File: src/rtl/pcs_pkg.sv
package pcs_pkg;

    localparam int NSTG   = 6;
    localparam int M1_IDX = 1;   // stage 2
    localparam int M2_IDX = 4;   // stage 5

    typedef enum logic [2:0] {
        ST_IDLE,
        ST_PRB1,
        ST_PRB2,
        ST_WAIT,
        ST_DONE
    } seq_st_e;

endpackage

File: src/rtl/pcs_sync.sv
module pcs_sync #(
    parameter int W = 6
) (
    input  logic         clk,
    input  logic         rst_n,
    input  logic [W-1:0] async_i,
    output logic [W-1:0] sync_o
);
    for (genvar g = 0; g < W; g++) begin : g_bit
        logic ff1_q, ff2_q;
        always_ff @(posedge clk or negedge rst_n) begin
            if (!rst_n) begin
                ff1_q <= 1'b0;
                ff2_q <= 1'b0;
            end else begin
                ff1_q <= async_i[g];
                ff2_q <= ff1_q;
            end
        end
        assign sync_o[g] = ff2_q;
    end
endmodule

File: src/rtl/pcs_cfg_decode.sv
module pcs_cfg_decode
    import pcs_pkg::*;
(
    input  logic [1:0]      code,
    output logic [NSTG-1:0] grp1_mask,
    output logic [NSTG-1:0] grp2_mask
);
    always_comb begin
        unique case (code)
            2'b11:   grp2_mask = 6'b111000;
            2'b10:   grp2_mask = 6'b110000;
            2'b01:   grp2_mask = 6'b010000;
            default: grp2_mask = 6'b111100;
        endcase
        grp1_mask = ~grp2_mask;
    end
endmodule

File: src/rtl/pstage_cfg_seq.sv
module pstage_cfg_seq
    import pcs_pkg::*;
#(
    parameter int PULSE_CYC = 20,      // probe width, must be >= 3
    parameter int GAP_CYC   = 20000    // wait after a check
) (
    input  logic       clk,
    input  logic       rst_n,
    input  logic       bias_ok,
    input  logic       pwr_ok,
    input  logic       sys_en,
    input  logic [1:0] ch_en,
    input  logic [1:0] strap,
    input  logic [5:0] stage_det,
    output logic [1:0] probe_req,
    output logic [5:0] pd_en,
    output logic [1:0] ss_grant,
    output logic       cfg_ok
);
    localparam int CNT_MAX = (PULSE_CYC > GAP_CYC) ? PULSE_CYC : GAP_CYC;
    localparam int CW      = $clog2(CNT_MAX + 1);
    localparam logic [CW-1:0] PULSE_LAST = CW'(PULSE_CYC - 1);
    localparam logic [CW-1:0] GAP_LAST   = CW'(GAP_CYC - 1);
    localparam logic [NSTG-1:0] MST_MASK =
        (NSTG'(1) << M1_IDX) | (NSTG'(1) << M2_IDX);
    localparam logic [NSTG-1:0] PD_MASK  = ~MST_MASK;

    typedef struct packed {
        seq_st_e         st;
        logic [CW-1:0]   cnt;
        logic [1:0]      strap;
        logic            strap_vld;
        logic [NSTG-1:0] cap1;
        logic            pass;
        logic            cfg_ok;
        logic [1:0]      grant;
    } regs_t;

    regs_t q, d;

    logic [NSTG-1:0] det_s;
    logic [NSTG-1:0] m1, m2;
    logic            go_ok;

    pcs_sync #(.W(NSTG)) u_sync (
        .clk     (clk),
        .rst_n   (rst_n),
        .async_i (stage_det),
        .sync_o  (det_s)
    );

    pcs_cfg_decode u_dec (
        .code      (q.strap),
        .grp1_mask (m1),
        .grp2_mask (m2)
    );

    assign go_ok = bias_ok && pwr_ok && sys_en && (|ch_en) && q.strap_vld;

    always_comb begin
        d = q;
        if (!bias_ok) begin
            d.st        = ST_IDLE;
            d.cnt       = '0;
            d.strap_vld = 1'b0;
            d.pass      = 1'b0;
            d.cfg_ok    = 1'b0;
        end else begin
            if (!q.strap_vld) begin
                d.strap     = strap;
                d.strap_vld = 1'b1;
            end
            unique case (q.st)
                ST_IDLE: begin
                    if (go_ok) begin
                        d.st  = ST_PRB1;
                        d.cnt = '0;
                    end
                end
                ST_PRB1: begin
                    if (!go_ok) begin
                        d.st = ST_IDLE;
                    end else if (q.cnt == PULSE_LAST) begin
                        d.cap1 = det_s;
                        d.st   = ST_PRB2;
                        d.cnt  = '0;
                    end else begin
                        d.cnt = q.cnt + 1'b1;
                    end
                end
                ST_PRB2: begin
                    if (!go_ok) begin
                        d.st = ST_IDLE;
                    end else if (q.cnt == PULSE_LAST) begin
                        d.pass = (q.cap1 == m1) && (det_s == m2);
                        d.st   = ST_WAIT;
                        d.cnt  = '0;
                    end else begin
                        d.cnt = q.cnt + 1'b1;
                    end
                end
                ST_WAIT: begin
                    if (!go_ok) begin
                        d.st = ST_IDLE;
                    end else if (q.cnt == GAP_LAST) begin
                        d.cnt = '0;
                        if (q.pass) begin
                            d.st     = ST_DONE;
                            d.cfg_ok = 1'b1;
                        end else begin
                            d.st = ST_PRB1;
                        end
                    end else begin
                        d.cnt = q.cnt + 1'b1;
                    end
                end
                default: begin
                    d.st = ST_DONE;
                end
            endcase
        end
        d.grant = {2{d.cfg_ok && sys_en && pwr_ok}} & ch_en;
    end

    always_ff @(posedge clk or negedge rst_n) begin
        if (!rst_n) begin
            q.st        <= ST_IDLE;
            q.cnt       <= '0;
            q.strap     <= '0;
            q.strap_vld <= 1'b0;
            q.cap1      <= '0;
            q.pass      <= 1'b0;
            q.cfg_ok    <= 1'b0;
            q.grant     <= '0;
        end else begin
            q <= d;
        end
    end

    assign probe_req = {q.st == ST_PRB2, q.st == ST_PRB1};
    assign pd_en     = (q.st == ST_PRB1 || q.st == ST_PRB2) ? PD_MASK : '0;
    assign ss_grant  = q.grant;
    assign cfg_ok    = q.cfg_ok;


    strap_hold_chk: assert property (@(posedge clk) disable iff (!rst_n)
        (q.strap_vld && bias_ok) |=> $stable(q.strap));


    probe_start_chk: assert property (@(posedge clk) disable iff (!rst_n)
        $rose(probe_req[0]) |-> $past(go_ok));


    probe_order_chk: assert property (@(posedge clk) disable iff (!rst_n)
        ($fell(probe_req[0]) && $past(go_ok)) |-> probe_req[1]);


    pass_source_chk: assert property (@(posedge clk) disable iff (!rst_n)
        $rose(cfg_ok) |-> $past(q.st == ST_WAIT && q.pass));


    cfg_sticky_chk: assert property (@(posedge clk) disable iff (!rst_n)
        (cfg_ok && bias_ok) |=> cfg_ok);


    grant_en_chk: assert property (@(posedge clk) disable iff (!rst_n)
        (|(ss_grant & ~$past(ch_en))) == 1'b0);

endmodule

File: config.mk
export PLATFORM = sky130hd
export DESIGN_NAME = pstage_cfg_seq
export DESIGN_NICKNAME = d
export VERILOG_FILES = /design/src/rtl/pcs_pkg.sv /design/src/rtl/pcs_sync.sv /design/src/rtl/pcs_cfg_decode.sv /design/src/rtl/pstage_cfg_seq.sv
export SDC_FILE = /design/constraint.sdc
export NUM_CORES = 1
export LEC_CHECK = 0
export BUFFER_PORTS_ARGS = -buffer_cell sky130_fd_sc_hd__buf_2
export CELL_PAD_IN_SITES_DETAIL_PLACEMENT = 0
export CELL_PAD_IN_SITES_GLOBAL_PLACEMENT = 1
export CORE_MARGIN = 2
export CORE_UTILIZATION = 48
export DETAILED_ROUTE_END_ITERATION = 6
export PLACE_DENSITY_LB_ADDON = 0.1
export SYNTH_ARGS = -nofsm -noshare
export SYNTH_HDL_FRONTEND = slang
export SYNTH_SLANG_ARGS = --single-unit
File: constraint.sdc
create_clock -name clk -period 3.65 [get_ports clk]
set_input_delay 0.365 -clock clk [delete_from_list [all_inputs] [get_ports clk]]
set_output_delay 0.365 -clock clk [all_outputs]
set_load 0.05 [all_outputs]
==> flow_summary.ini, run 1 <==
[run_status]
status = finished, final reports clean

[critical_path]
startpoint_type = register
crit_family = simple AND/OR/NAND/NOR gates
cp_slowest_cell = a32o_1
max_stage_delay_ns = 0.47
r2r_cells = 5
path_max_fanout = 9
r2r-end = q[28]$_DFFE_PN0P_
end_kind = register
crit_arrival_ns = 2.42
cp.required_ns = 3.84
r2r_start = q[26]$_DFFE_PN0P_
worstSetupPathType = register to register
r2r_slack_ns = 1.42
cp_num_cells = 5
crit_chain = nor3_1, nand4_2, a32o_1, nand2_4, mux2_4
cp-startpoint = q[26]$_DFFE_PN0P_
endpoint = q[28]$_DFFE_PN0P_
path_buf_inv = 0

[logic_synthesis]
synth_xor_area_share_pct = 0.4194
synth-simple-area-share_pct = 22.89
syn_area_mm2 = 0.002088
synthMuxAreaShare_pct = 5.452
synth_edf_count = 0
synthFlopType = dfrtp_1
yosys_register_bits = 43
ys_types = 50
synth_fa_ha_area_share_pct = 1.797
synth_top_family_by_area = simple AND/OR/NAND/NOR gates
syn-instance-count = 195
synth_compound_area_share_pct = 13.06
ys_warn_count = 0
ys_top_cells_by_area = dfrtp_1, mux2_2, nand2_1, o21ai_0, buf_4
async_reset_ff_share_pct = 100.0
netlist.area_leader.share_pct = 51.53
ys_seq_area_share_pct = 51.53
yosys.area.top_type = dfrtp_1
avgSynthCellArea_um2 = 10.71

[final_layout]
stdcell_count = 268
utilization_pct = 56.74
area_growth_pct = 11.02
diodes = 0
layout_commonest_cell = dfrtp_1
fin_nets = 235
drive_gt1_share_pct = 22.94
final_cell_mix = dfrtp_1, buf_2, nand2_1, nor2_1, o21ai_0

[global_routing]
grt_pass1_wl_mm = 7.017
grt_overflow = 0
antenna_found_initial = 0
grt_pass1_vias = 1474
grt_max_degree = 44
track_usage_pct = 17.98

[power_and_ir_drop]
power_density_mw_per_mm2 = 401.8
finalPower_uw = 931.6
leakagePower_nw = 1.068
vdd_drop_max_mv = 0.2906

[floorplanning]
start_util_pct = 51.10
die_y_um = 69.96
coreArea_mm2 = 0.004086
die_area_mm2 = 0.004894
num_rows = 23
ios = 26
die_w_um = 69.96

[drt]
vias = 1567
drcViolationCount = 0
drt-total-wl_mm = 4.051
firstDrtPassIters = 4
dr.first_iter.drc_count = 127
drt-wirelength-per-cell_um = 15.12
viasPerCell = 5.847
ant_nets = 0

[sta]
finalCritPeriodShare_pct = 61.04
fmax_ghz = 0.4489
layout_min_cycle_time_ns = 2.228
slew_headroom_pct = 37.51
setup-tns-final_ns = 0
finClkSkew_ns = 0.004168
slew_violations = 0
setup_viol = 0
hold-worst-slack_ns = 0.1699
final_hold_viol_count = 0
worstMarginPinSlew_ns = 0.9374
rsz0062_at_grt = false

[clock_tree]
clk_path_buf_depth = 2
cts_sinks = 43
cts_tree = yes
cts_root_buf = clkbuf_8
htree_num_levels = 2
numCtsBuffers = 5
path_clk_slew_ns = 0.09
post_cts_buffers = 0
post_cts_resized = 0
clock_latency_ns = 0.30
hold_buffers = 0

[place]
dpl.cell_count = 260
port_buffers = 23
hpwl_mm = 2.916
gp_congestion = 0.8544

[hold_path]
hp-class = primary input to register

[job]
cap_violations = 0
==> stage by stage <==
| stage | area, um^2 | worst slack (ns) |
|---|---|---|
| floorplan | 2092 | 1.315 |
| global placement | 2202 | 1.558 |
| detailed placement | 2202 | 1.494 |
| CTS | 2318 | 1.465 |
| global route | 2318 | 1.315 |
| finish | 2318 | 1.422 |
==> worst min-delay path by stage <==
stage,startpoint,end,cells after the start
after CTS,stage_det[2],u_sync.g_bit[2].ff1_q$_DFF_PN0_,1
final,stage_det[2],u_sync.g_bit[2].ff1_q$_DFF_PN0_,1
after detailed placement,u_sync.g_bit[4].ff1_q$_DFF_PN0_,u_sync.g_bit[4].ff2_q$_DFF_PN0_,0
after global routing,stage_det[0],u_sync.g_bit[0].ff1_q$_DFF_PN0_,1
after global placement,u_sync.g_bit[0].ff1_q$_DFF_PN0_,u_sync.g_bit[0].ff2_q$_DFF_PN0_,0
after floorplan,rst_n,cfg_ok$_DFF_PN0_,0
==> cell type report <==
class                           instances  area (um^2)
Tap cell                               50        62.56
Sequential cell                        43         1076
Clock buffer                            5        68.82
Inverter                                8        30.03
Fill cell                             353         1768
Clock inverter                          3        47.55
Timing Repair Buffer                   23        115.1
Multi-Input combinational cell        136        918.4
==> Yosys cell counts, types with 2 or more instances <==
library cell   n
and4_1         4
nand2_1       19
and3b_1        2
o311ai_0       3
a21oi_1        6
o31ai_1        3
ha_1           3
inv_1          8
nor3_1         7
mux2i_1        2
nor2_1        13
nand4_1        5
and2_1         3
dfrtp_1       43
nor3b_1        2
and3_2         2
a31oi_1        2
buf_4          7
a22o_1         3
a21o_1         2
o21ai_0       12
nand3_1        8
nor2b_1        2
mux2_2         7
o21a_1         2
==> cell families after synthesis <==
logic type | Yosys count
xor gates and xnor gates | 1
and+or+nand+nor | 80
DFF | 43
buffers and inverters | 17
other | 1
adders and majority gates | 3
AOI/OAI and AO/OA | 40
muxes | 10
==> worst register-to-register path: stages (launching register included) <==
cell and delay, ns:
dfrtp_1 0.43, nor3_1 0.44, nand4_2 0.30, a32o_1 0.47
nand2_4 0.18, mux2_4 0.31
==> report_power, final <==
part           switching (mW)  internal, mW  total, mW
Combinational          0.0425        0.0178     0.0603
Sequential            0.00494         0.486      0.491
Clock                   0.173         0.207      0.380
Total                   0.220         0.712      0.932
==> flip-flops by register name, summed over array words and instances, names as in the netlist <==
name and cells:
u_sync.g_bit.ff2_q 6, u_sync.g_bit.ff1_q 6, q 28, cfg_ok 1, ss_grant 2
==> metal layers <==
layer,up-vias,track usage [%],part of all wire [%]
met3,10,5.051,5.8
li1,743,-,-
met1,754,25.79,48
met2,60,26.46,45
met5,-,0,0
met4,0,5.556,1.5
Note: power is estimated with default switching activity, not from simulation.
==> run 2, diff against run 1 <==
--- a/config.mk
+++ b/config.mk
@@ -9,7 +9,7 @@
 export CELL_PAD_IN_SITES_DETAIL_PLACEMENT = 0
 export CELL_PAD_IN_SITES_GLOBAL_PLACEMENT = 1
 export CORE_MARGIN = 2
-export CORE_UTILIZATION = 48
+export CORE_UTILIZATION = 45
 export DETAILED_ROUTE_END_ITERATION = 6
 export PLACE_DENSITY_LB_ADDON = 0.1
 export SYNTH_ARGS = -nofsm -noshare
==> constraint.sdc (replaced) <==
create_clock -name clk -period 2.15 [get_ports clk]
set_input_delay 0.215 -clock clk [delete_from_list [all_inputs] [get_ports clk]]
set_output_delay 0.215 -clock clk [all_outputs]
set_load 0.05 [all_outputs]
==> run 2 against run 1 <==
Via count grew 1.1%; first-iteration DRC count fell by 40%; sequential share of layout area is 2.0 points lower; design area up 4.5%; critical path type unchanged; critical endpoint is now q[26]$_DFFE_PN0P_; clock power grew 74%.
==> flow_summary.ini, run 2 (synthesis results as in run 1) <==
[critical_path]
worstSetupPathType = register to register
max_stage_delay_ns = 0.43
path_buf_inv = 1
path_max_fanout = 8
crit_chain = nor3_1, nand4_2, a32o_2, buf_4, a31oi_1, o31ai_1
startpoint_type = register
crit_arrival_ns = 2.22
crit_family = simple AND/OR/NAND/NOR gates
r2r_slack_ns = 0.10
cp.required_ns = 2.32
cp_slowest_cell = dfrtp_1
end_kind = register

[clock_tree]
clock_latency_ns = 0.29
cts_tree = yes
numCtsBuffers = 5
clk_path_buf_depth = 2
cts_sinks = 43
htree_num_levels = 2
cts_root_buf = clkbuf_8
path_clk_slew_ns = 0.09

[sta]
finalCritPeriodShare_pct = 95.33
final_hold_viol_count = 0
slew_violations = 0
worstMarginPinSlew_ns = 0.5543
layout_min_cycle_time_ns = 2.050
slew_headroom_pct = 63.04
fmax_ghz = 0.4879
setup_viol = 0
finClkSkew_ns = 0.008787
hold-worst-slack_ns = 0.02181

[power_and_ir_drop]
power_density_mw_per_mm2 = 661.0
power.share.sequential_pct = 52.1
internal_power_mw = 1.243
vdd_drop_max_mv = 0.3842
p_comb_share_pct = 6.7
finalPower_mw = 1.602
switching_share_pct = 22.41
p_switching_uw = 359.0
clock_power_share_pct = 41.2
leakagePower_nw = 1.130

[final_layout]
largest-register = q
diodes = 0
largest_reg_flops = 28
reg.largest.list = q (28), u_sync.g_bit.ff1_q (6), u_sync.g_bit.ff2_q (6)
final_cell_mix = dfrtp_1, buf_2, nand2_1, nor2_1, o21ai_0
fillers = 412
multi_input_area_um2 = 938.4
fin_nets = 245
utilization_pct = 54.90
ff_latch_area_mm2 = 0.001076
area_growth_pct = 16.06
finalInstanceArea_mm2 = 0.002424
drive_gt1_share_pct = 27.19
layout_commonest_cell = dfrtp_1

[drt]
drt-wirelength-per-cell_um = 15.09
viasPerCell = 5.657
drt-total-wl_mm = 4.226
ant_nets = 0
firstDrtPassIters = 4
drcViolationCount = 0
dr.first_iter.drc_count = 76
vias = 1584

[floorplanning]
die_y_um = 72.12
coreArea_mm2 = 0.004414
ios = 26
die_area_mm2 = 0.005201
die_w_um = 72.12
start_util_pct = 47.31
num_rows = 24

[global_routing]
track_usage_pct = 17.91
antenna_found_initial = 0
grt_max_degree = 26
grt_pass1_vias = 1556
grt_pass1_wl_mm = 7.251
grt_overflow = 0

[run_status]
status = finished, final reports clean

[place]
place_area_mm2 = 0.002255
port_buffers = 23
hpwl_mm = 3.054
gp_congestion = 0.8862

[job]
cap_violations = 0

[hold_path]
hp-class = primary input to register
## run 2: timing repair
item | in CTS | in global routing
gates resized for setup | 0 | 3
hold endpoints to repair | 18 | 0
hold buffers | 1 | 0
setup endpoints to repair | 0 | 7
buffers inserted | 0 | 3
## run 2: path summary, 6_finish.rpt
check                                           startpoint                              end  depth (start not counted)
max                                      q[26]$_DFFE_PN0P_                q[26]$_DFFE_PN0P_                          6
min                                           stage_det[2]  u_sync.g_bit[2].ff1_q$_DFF_PN0_                          1
max reg2reg                              q[26]$_DFFE_PN0P_                q[26]$_DFFE_PN0P_                          6
min reg2reg                u_sync.g_bit[4].ff1_q$_DFF_PN0_  u_sync.g_bit[4].ff2_q$_DFF_PN0_                          0
max in group asynchronous                            rst_n                q[26]$_DFFE_PN0P_                          3
min in group asynchronous                            rst_n  u_sync.g_bit[5].ff2_q$_DFF_PN0_                          2
## run 2: through the flow
| stage | setup TNS, ns | std cells | setup slack, ns |
|---|---|---|---|
| 4_1_cts | 0 | 277 | 0.04649 |
| 2_1_floorplan | 0 | 196 | 0.2087 |
| 5_1_grt | -0.01353 | 280 | -0.01353 |
| 6_report | 0 | 280 | 0.1004 |
| 3_3_place_gp | 0 | 268 | 0.1671 |
| 3_5_place_dp | 0 | 268 | 0.06348 |
## run 2: area by class of cell
type | instances | share of cell area (%)
tap | 52 | 2.685
inverter | 8 | 1.239
timing repair buffer | 33 | 7.950
sequential | 43 | 44.40
multi-input combinational | 136 | 38.72
clock inverter | 2 | 1.600
clock buffer | 6 | 3.407
## run 2: layer usage
layer | track usage [%] | wire (um) | vias up
met1 | 22.81 | 1905 | 774
met5 | 0 | 0 | -
met3 | 3.750 | 186 | 4
li1 | - | - | 767
met2 | 31.50 | 2119 | 39
met4 | 3.774 | 14 | 0
## run 2: power by group through the flow
stage / clock, mW / combinational, mW / sequential (mW)
4_1_cts: 0.678 / 0.107 / 0.835
3_3_place_gp: 0 / 0.103 / 0.850
6_report: 0.660 / 0.107 / 0.835
3_5_place_dp: 0 / 0.106 / 0.851
2_1_floorplan: 0 / 0.0639 / 0.849
5_1_grt: 0.717 / 0.122 / 0.837
==> run 3, diff against run 2 <==
--- a/config.mk
+++ b/config.mk
@@ -6,10 +6,10 @@
 export NUM_CORES = 1
 export LEC_CHECK = 0
 export BUFFER_PORTS_ARGS = -buffer_cell sky130_fd_sc_hd__buf_2
-export CELL_PAD_IN_SITES_DETAIL_PLACEMENT = 0
-export CELL_PAD_IN_SITES_GLOBAL_PLACEMENT = 1
+export CELL_PAD_IN_SITES_DETAIL_PLACEMENT = 2
+export CELL_PAD_IN_SITES_GLOBAL_PLACEMENT = 2
 export CORE_MARGIN = 2
-export CORE_UTILIZATION = 45
+export CORE_UTILIZATION = 37
 export DETAILED_ROUTE_END_ITERATION = 6
 export PLACE_DENSITY_LB_ADDON = 0.1
 export SYNTH_ARGS = -nofsm -noshare
==> run 3 against run 2 <==
Routed wire length grew 32%; sequential power is essentially flat; power grew 1.0%; global-route usage grew 1.7 points; sequential share of layout area shrank 1.0 points; clock skew shrank 0.0014 ns; final cell count grew 7.9%; first-iteration DRC count shrank 46%; via count grew 3.2%; maximum frequency shrank 0.47%; die area grew 20%; critical endpoint unchanged.
==> flow_summary.ini, run 3 (synthesis results as in run 1) <==
[run_status]
status = finished, final reports clean

[global_routing]
grt_overflow = 0
grt_max_degree = 44
grt_pass1_wl_mm = 9.480
antenna_found_initial = 0
grt_pass1_vias = 1815
track_usage_pct = 19.63

[critical_path]
cp.required_ns = 2.34
startpoint_type = register
path_max_fanout = 8
end_kind = register
crit_arrival_ns = 2.25
worstSetupPathType = register to register
r2r_cells = 7
crit_chain = ha_2, nor4b_4, nand4_2, a32o_2, buf_4, a31oi_1, o31ai_1
cp_slowest_cell = dfrtp_1
max_stage_delay_ns = 0.40

[clock_tree]
cts_root_buf = clkbuf_8
cts_sinks = 43
cts_tree = yes
clk_path_buf_depth = 2
clock_latency_ns = 0.30
path_clk_slew_ns = 0.09
htree_num_levels = 2
numCtsBuffers = 5

[sta]
setup-tns-final_ns = 0
fmax_ghz = 0.4856
slew_headroom_pct = 61.34
hold-worst-slack_ns = 0.01181
setup_viol = 0
finClkSkew_ns = 0.007337
slew_violations = 0
worstMarginPinSlew_ns = 0.5799
final_hold_viol_count = 0
layout_min_cycle_time_ns = 2.059
finalCritPeriodShare_pct = 95.78

[drt]
drt-total-wl_mm = 5.594
firstDrtPassIters = 4
dr.first_iter.drc_count = 41
ant_nets = 0
viasPerCell = 5.414
drcViolationCount = 0
drt-wirelength-per-cell_um = 18.52
vias = 1635

[final_layout]
area_growth_pct = 18.75
utilization_pct = 45.31
reg.largest.list = q (28), u_sync.g_bit.ff1_q (6), u_sync.g_bit.ff2_q (6)
diodes = 0
fin_nets = 247
final_cell_mix = dfrtp_1, buf_2, nand2_1, nor2_1, o21ai_0
layout_commonest_cell = dfrtp_1
largest_reg_flops = 28
drive_gt1_share_pct = 27.83
largest-register = q
fillers = 585
stdcell_count = 302

[job]
cap_violations = 0

[place]
hpwl_mm = 4.106
dpl.cell_count = 292
port_buffers = 23
gp_congestion = 0.8108

[power_and_ir_drop]
power_density_mw_per_mm2 = 652.7
vdd_drop_max_mv = 0.2693
leakagePower_nw = 1.146
finalPower_mw = 1.619

[hold_path]
hp-class = primary input to register
hold_depth = 1

[floorplanning]
start_util_pct = 38.16
num_rows = 27
ios = 26
die_area_mm2 = 0.006261
die_w_um = 79.13
coreArea_mm2 = 0.005473
die_y_um = 79.13
==> run 3: layout make-up <==
cell class	instances	area, um^2	area share (%)
clock buffers	5	68.82	2.775
clock inverters	3	47.55	1.917
inverters	8	30.03	1.211
multi-input cells	136	947.2	38.19
flip-flops and latches	43	1076	43.39
well taps	72	90.09	3.633
repair buffers	35	220.2	8.880
==> run 3: where the power goes <==
part	total [mW]	internal (mW)	switching, mW
clock network	0.667	0.353	0.315
registers	0.836	0.826	0.00999
logic	0.115	0.0377	0.0778
total	1.62	1.22	0.402
==> run 3: metrics by stage <==
step	cell area (um^2)	setup slack (ns)
6_report	2480	0.09069
5_1_grt	2480	-0.002910
4_1_cts	2449	-0.001165
3_5_place_dp	2322	0.03143
3_3_place_gp	2322	0.1719
2_1_floorplan	2097	0.2087
==> run 3: final timing paths <==
| check | startpoint | end | slack, ns |
|---|---|---|---|
| max | q[14]$_DFFE_PN0P_ | q[26]$_DFFE_PN0P_ | 0.09 |
| min | stage_det[4] | u_sync.g_bit[4].ff1_q$_DFF_PN0_ | 0.01 |
| max reg2reg | q[14]$_DFFE_PN0P_ | q[26]$_DFFE_PN0P_ | 0.09 |
| min reg2reg | u_sync.g_bit[4].ff1_q$_DFF_PN0_ | u_sync.g_bit[4].ff2_q$_DFF_PN0_ | 0.36 |
| max in group asynchronous | rst_n | q[30]$_DFFE_PN0P_ | 1.53 |
| min in group asynchronous | rst_n | u_sync.g_bit[4].ff1_q$_DFF_PN0_ | 0.42 |
==> run 3: repair_timing <==
| item | 4_1_cts | 5_1_grt |
|---|---|---|
| hold endpoints to repair | 43 | 0 |
| pin swaps | 0 | 2 |
| cloned | 0 | 0 |
| buffers inserted | 0 | 1 |
| gates resized for setup | 0 | 4 |
| hold buffers | 1 | 0 |
| endpoints found under the setup margin | 1 | 18 |
==> run 3: worst max-delay path, delay by kind of cell (launching register included) <==
| kind | cells | cell delay (ns) |
|---|---|---|
| and+or+nand+nor | 2 | 0.48 |
| AOI/OAI and AO/OA | 3 | 0.64 |
| buffers and inverters | 1 | 0.18 |
| adders and majority gates | 1 | 0.24 |
| DFF | 1 | 0.40 |
==> run 3: metal layers <==
layer	GRT usage, %	wire length [um]
met5	0	0
met2	36.95	3095
met1	23.25	2293
met3	3.068	132
met4	4.655	72
